--- src/rtl/remap_pkg.sv ---
package remap_pkg;
  localparam int WORD_W = 32;
  localparam int DIM_W  = 6;
  localparam int NDIM   = 3;
  localparam int ORD_W  = 3;
  localparam int OFF_W  = 4;
  localparam int SKIP_W = 2;
  localparam int LEN_W  = 7;
  localparam int IDX_W  = NDIM * DIM_W + 1;

  typedef struct packed {
    logic [NDIM-1:0][DIM_W-1:0] dim_m1;
    logic [ORD_W-1:0]           order;
    logic [NDIM-1:0]            inv;
    logic [OFF_W-1:0]           offset;
    logic [SKIP_W-1:0]          skip;
    logic                       bypass;
  } shape_t;

  // Returns the dimension number that sits at nesting level pos (0 = fastest).
  function automatic logic [1:0] order_dim(input logic [ORD_W-1:0] sel, input int pos);
    logic [5:0] tab;
    case (sel)
      3'd0:    tab = {2'd2, 2'd1, 2'd0};
      3'd1:    tab = {2'd1, 2'd2, 2'd0};
      3'd2:    tab = {2'd2, 2'd0, 2'd1};
      3'd3:    tab = {2'd0, 2'd2, 2'd1};
      3'd4:    tab = {2'd1, 2'd0, 2'd2};
      default: tab = {2'd0, 2'd1, 2'd2};
    endcase
    return tab[pos*2 +: 2];
  endfunction

  // Builds the index from the coordinates: fixed strides over the kept dimensions.
  function automatic logic [IDX_W-1:0] fold_index(input shape_t s,
                                                  input logic [NDIM-1:0][DIM_W-1:0] c);
    logic [IDX_W-1:0] sx, sy, str_y, str_z, acc;
    logic kx, ky, kz;
    sx = IDX_W'(s.dim_m1[0]) + 1'b1;
    sy = IDX_W'(s.dim_m1[1]) + 1'b1;
    kx = (s.skip != 2'd1);
    ky = (s.skip != 2'd2);
    kz = (s.skip != 2'd3);
    str_y = kx ? sx : IDX_W'(1);
    str_z = str_y * (ky ? sy : IDX_W'(1));
    acc = IDX_W'(s.offset);
    if (kx) acc = acc + IDX_W'(c[0]);
    if (ky) acc = acc + IDX_W'(c[1]) * str_y;
    if (kz) acc = acc + IDX_W'(c[2]) * str_z;
    return acc;
  endfunction
endpackage

--- src/rtl/remap_shape_decode.sv ---
module remap_shape_decode
  import remap_pkg::*;
(
  input  logic [WORD_W-1:0] word,
  output shape_t            shape,
  output logic              bad
);
  localparam int ORD_LO  = NDIM * DIM_W;
  localparam int INV_LO  = ORD_LO + ORD_W;
  localparam int OFF_LO  = INV_LO + NDIM;
  localparam int SKIP_LO = OFF_LO + OFF_W;
  localparam int MODE_LO = SKIP_LO + SKIP_W;

  always_comb begin
    for (int d = 0; d < NDIM; d++) shape.dim_m1[d] = word[d*DIM_W +: DIM_W];
    shape.order  = word[ORD_LO +: ORD_W];
    shape.inv    = word[INV_LO +: NDIM];
    shape.offset = word[OFF_LO +: OFF_W];
    shape.skip   = word[SKIP_LO +: SKIP_W];
    shape.bypass = (word == '0);
    bad = (word[WORD_W-1:MODE_LO] != '0) || (word[ORD_LO+1 +: 2] == 2'b11);
  end
endmodule

--- src/rtl/remap_dim_counter.sv ---
module remap_dim_counter #(
  parameter int DIM_W = 6
) (
  input  logic             clk,
  input  logic             rst_n,
  input  logic             clr,
  input  logic             inc,
  input  logic [DIM_W-1:0] size_m1,
  input  logic             invert,
  output logic [DIM_W-1:0] coord,
  output logic             at_end
);
  logic [DIM_W-1:0] ord_q;

  assign at_end = (ord_q == size_m1);
  assign coord  = invert ? (size_m1 - ord_q) : ord_q;

  always_ff @(posedge clk or negedge rst_n) begin
    if (!rst_n)   ord_q <= '0;
    else if (clr) ord_q <= '0;
    else if (inc) ord_q <= at_end ? '0 : ord_q + 1'b1;
  end
endmodule

--- src/rtl/remap_index_unit.sv ---
module remap_index_unit
  import remap_pkg::*;
(
  input  shape_t                     shape,
  input  logic [NDIM-1:0][DIM_W-1:0] coord,
  input  logic [LEN_W-1:0]           step_cnt,
  output logic [IDX_W-1:0]           idx
);
  assign idx = shape.bypass ? IDX_W'(step_cnt) : fold_index(shape, coord);
endmodule

--- src/rtl/matrix_remap_gen.sv ---
module matrix_remap_gen
  import remap_pkg::*;
(
  input  logic              clk,
  input  logic              rst_n,
  input  logic              shape_load,
  input  logic [WORD_W-1:0] shape_word,
  input  logic [LEN_W-1:0]  walk_len,
  input  logic              step,
  output logic              idx_valid,
  output logic [IDX_W-1:0]  idx,
  output logic              walk_done,
  output logic              shape_err
);
  shape_t                     dec_shape, shape_q;
  logic                       dec_bad;
  logic [LEN_W-1:0]           len_q, cnt_q;
  logic                       active_q, done_q, err_q;
  logic [NDIM-1:0][DIM_W-1:0] coord;
  logic [NDIM-1:0]            at_end, dim_inc;
  logic                       step_fire, last_fire, clr;

  remap_shape_decode u_dec (.word(shape_word), .shape(dec_shape), .bad(dec_bad));

  assign step_fire = step && active_q && !shape_load;
  assign last_fire = step_fire && (cnt_q == len_q - 1'b1);
  assign clr       = shape_load || last_fire;

  // Carry chain follows the selected nesting order.
  always_comb begin
    logic go;
    logic [1:0] d;
    dim_inc = '0;
    go = step_fire;
    for (int k = 0; k < NDIM; k++) begin
      d = order_dim(shape_q.order, k);
      dim_inc[d] = go;
      go = go && at_end[d];
    end
  end

  for (genvar g = 0; g < NDIM; g++) begin : g_dim
    remap_dim_counter #(.DIM_W(DIM_W)) u_cnt (
      .clk(clk), .rst_n(rst_n), .clr(clr), .inc(dim_inc[g]),
      .size_m1(shape_q.dim_m1[g]), .invert(shape_q.inv[g]),
      .coord(coord[g]), .at_end(at_end[g]));
  end

  remap_index_unit u_idx (.shape(shape_q), .coord(coord), .step_cnt(cnt_q), .idx(idx));

  always_ff @(posedge clk or negedge rst_n) begin
    if (!rst_n) begin
      shape_q  <= '0;
      len_q    <= '0;
      cnt_q    <= '0;
      active_q <= 1'b0;
      done_q   <= 1'b0;
      err_q    <= 1'b0;
    end else if (shape_load) begin
      shape_q  <= dec_shape;
      len_q    <= walk_len;
      cnt_q    <= '0;
      active_q <= !dec_bad && (walk_len != '0);
      done_q   <= 1'b0;
      err_q    <= dec_bad;
    end else begin
      done_q <= last_fire;
      if (last_fire) begin
        cnt_q    <= '0;
        active_q <= 1'b0;
      end else if (step_fire) begin
        cnt_q <= cnt_q + 1'b1;
      end
    end
  end

  assign idx_valid = active_q;
  assign walk_done = done_q;
  assign shape_err = err_q;
endmodule

--- config.mk ---
export PLATFORM = sky130hd
export DESIGN_NAME = matrix_remap_gen
export DESIGN_NICKNAME = d
export VERILOG_FILES = /design/src/rtl/remap_pkg.sv /design/src/rtl/remap_shape_decode.sv /design/src/rtl/remap_dim_counter.sv /design/src/rtl/remap_index_unit.sv /design/src/rtl/matrix_remap_gen.sv
export SDC_FILE = /design/constraint.sdc
export NUM_CORES = 1
export LEC_CHECK = 0
export ABC_CLOCK_PERIOD_IN_PS = 11250
export BUFFER_PORTS_ARGS = -buffer_cell sky130_fd_sc_hd__buf_2
export CORE_MARGIN = 1
export CORE_UTILIZATION = 60
export CTS_BUF_LIST = sky130_fd_sc_hd__clkbuf_4 sky130_fd_sc_hd__clkbuf_8 sky130_fd_sc_hd__clkbuf_16
export DETAILED_ROUTE_END_ITERATION = 10
export PLACE_DENSITY = 0.79
export SYNTH_ARGS = -nofsm -noshare
export SYNTH_HDL_FRONTEND = slang
export SYNTH_SLANG_ARGS = --single-unit
export TNS_END_PERCENT = 100
--- constraint.sdc ---
create_clock -name clk -period 11.25 [get_ports clk]
set_input_delay 1.125 -clock clk [delete_from_list [all_inputs] [get_ports clk]]
set_output_delay 1.125 -clock clk [all_outputs]
set_load 0.01 [all_outputs]
==> results.py <==
metrics = {
    "outcome": {
        "outcome": "completed",
    },
    "detailed_routing": {
        "ant_nets": 0,
        "vias_per_cell": 5.821,
        "wire_per_inst_um": 16.39,
        "drtPass1Iterations": 5,
        "num_vias": 9511,
        "drt-total-wl_mm": 26.78,
        "drc": 0,
        "drtIter0Drc": 546,
    },
    "yosys": {
        "yosys-top-cells-area": "fa_1 21%, ha_1 15%, dfrtp_1 15%, inv_1 6.3%, nor2_1 5.8%",
        "yosys.area.top_type_share": 0.2129,
        "netlist_top_cells_count": "188 x inv_1, 172 x nor2_1, 138 x ha_1",
        "synth_cell_type_count": 66,
        "synth_seq_cells": 66,
        "yosysTopAreaCell": "fa_1",
        "syn-mean-instance-area_um2": 8.356,
        "synth_edf_count": 0,
        "yosysSeqAreaShare": 0.1476,
        "synthArstFlopShare": 1.000,
        "syn_inst": 1339,
        "yosysMostFrequentCell": "inv_1",
        "synthesis.area_um2": 11190,
        "ys.flop_type": "dfrtp_1",
        "yosys_warnings": 0,
        "syn-num-nets": 1639,
    },
    "grt": {
        "antenna_found_initial": 1,
        "grt_pass1_wl_mm": 44.95,
        "grt_usage": 0.2923,
        "grt_overflow": 0,
        "grt_pass1_vias": 9540,
        "grt_max_degree": 67,
    },
    "floorplanning": {
        "dieArea_um2": 19200,
        "io_pins": 65,
        "die_h_um": 138.6,
        "fp-row-count": 49,
        "start_util": 0.6165,
        "die_w_um": 138.6,
        "core_area_um2": 18150,
    },
    "worst_setup_path": {
        "worstRegToRegCells": 10,
        "slowest_delay_ns": 0.55,
        "cpLargestDelayFamily": "adder cells",
        "crit_slowest_cell": "fa_1",
        "cp.required_ns": 10.13,
        "worst-path-buf-inv": 7,
        "path_class": "flip-flop to output port",
        "r2r-start": "shape_q[19]",
        "worstPathArrival_ns": 9.76,
        "crit_path_start_kind": "flip-flop",
        "reg2reg_to": "g_dim[0].u_cnt.ord_q[4]",
        "rrSetupSlack_ns": 8.48,
        "path_max_fanout": 6,
        "cp-end-kind": "output port",
        "crit_top_cell": "fa_1",
    },
    "placement": {
        "placedCellCount": 1615,
        "port-buffer-count": 64,
        "place_hpwl_mm": 21.75,
        "gp_congestion": 0.9690,
    },
    "worst_hold_path": {
        "whs_path_depth": 1,
        "hp-class": "flip-flop to flip-flop",
        "hold_start": "shape_err",
        "holdPathEnd": "shape_err",
    },
    "sta": {
        "setup_viol_count_final": 0,
        "slew_violations": 0,
        "holdWs_ns": 0.4824,
        "clock_skew_ns": 0.005517,
        "rsz0062_at_grt": "true",
        "tns_ns": 0,
        "min_period_over_period": 0.9678,
        "slew_headroom": 0.3244,
        "final-hold-violation-count": 0,
        "fmax_mhz": 91.84,
        "min_period_ns": 10.89,
        "worst_pin_slew_ns": 1.013,
    },
    "cts": {
        "numCtsBuffers": 9,
        "h-tree-depth": 3,
        "clk_pin_slew_ns": 0.06,
        "cts_buffer_depth": 2,
        "clk_latency_ns": 0.34,
        "cts_hold_buf": 0,
        "clock-root-buffer": "clkbuf_16",
        "tritoncts": "done",
        "clkSinkCount": 66,
    },
    "layout": {
        "drive_gt1_frac": 0.1261,
        "synthToLayoutAreaGrowth_pct": 9.629,
        "fill_cells": 1496,
        "nets": 1699,
        "final_cells": 1634,
    },
    "flow_run": {
        "maxCapViolations": 0,
    },
}
cell type report:
cell class              instances  area (um2)  area share
inverters                     188       705.7     0.05753
diodes                          1       2.502   0.0002040
flip-flops and latches         66        1655      0.1350
multi-input cells            1051        8825      0.7195
repair buffers                 83       462.9     0.03774
well taps                     229       286.5     0.02336
clock buffers                  10       239.0     0.01948
clock inverters                 6       88.84    0.007243
routing by layer:
layer	GRT usage	vias up	wire length (um)
li1	-	4529	-
met1	0.3696	4648	11340
met2	0.5127	272	13230
met3	0.04075	62	1428
met4	0.1029	0	784
met5	0	-	0
how the worst max path moves through the flow:
stage                 from  cells past startpoint  slack, ns       to
2_1_floorplan  shape_q[14]                     37       0.71  idx[18]
3_3_place_gp   shape_q[14]                     37       0.41  idx[18]
3_5_place_dp   shape_q[14]                     37       0.25  idx[18]
4_1_cts        shape_q[14]                     38       0.12  idx[18]
5_1_grt        shape_q[14]                     38      -0.11  idx[18]
6_report       shape_q[14]                     34       0.36  idx[10]
state kept, by name, indices dropped and copies added, names as in the netlist:
signal / cells
shape_q: 31
cnt_q: 7
idx_valid: 1
len_q: 7
shape_err: 1
walk_done: 1
g_dim.u_cnt.ord_q: 18
worst register-to-register path, cell delays in order (launching register included):
cell,delay (ns)
dfrtp_1,0.47
inv_1,0.11
ha_1,0.34
nand2_1,0.08
nor3_2,0.49
o21ai_0,0.19
o21ai_1,0.14
nand2_1,0.18
nor2_1,0.30
nand3_1,0.12
a21oi_1,0.24
cell families (layout without fill, tap and decap cells):
group / Yosys count / after routing / synth area share
flip-flops: 66 / 66 / 0.1476
AND/OR/NAND/NOR: 474 / 474 / 0.1998
multiplexers: 43 / 43 / 0.04216
other: 0 / 1 / 0
AO/OA/AOI/OAI: 209 / 209 / 0.1140
buffers and inverters: 222 / 287 / 0.07593
adder cells (fa/ha/maj): 257 / 257 / 0.3673
XOR/XNOR: 68 / 68 / 0.05323
placed cells by master, fill, tap and decap left out, types with 13 or more instances in the layout:
cell type and count:
fa_1 119, buf_4 19, and2_1 15, ha_1 135, nand2_1 124, nor2_1 170, dfrtp_1 63, inv_1 187
mux2_2 33, xor2_1 33, nand3_1 29, a21oi_1 60, nor3_1 13, o21ai_0 66, nor2b_1 20, xnor2_1 32
nand2b_1 28, buf_2 64
what timing repair did:
action / in CTS / in global routing
resized for setup: 2 / 28
pin swaps: 0 / 6
endpoints found under the hold margin: 0 / 0
buffers inserted: 0 / 2
gates cloned: 0 / 0
endpoints found under the setup margin: 1 / 8
metrics by stage:
step,setup WS [ns],area (um2),utilization
floorplan,0.7055,11190,-
global placement,0.4067,11780,0.6491
detailed placement,0.2490,11780,0.6491
CTS,0.1229,12120,0.6677
global route,-0.1148,12260,0.6757
finish,0.3617,12270,0.6759
Power is not shown: default switching activity piles up to over one toggle a cycle in this logic, so the estimate is an artifact.
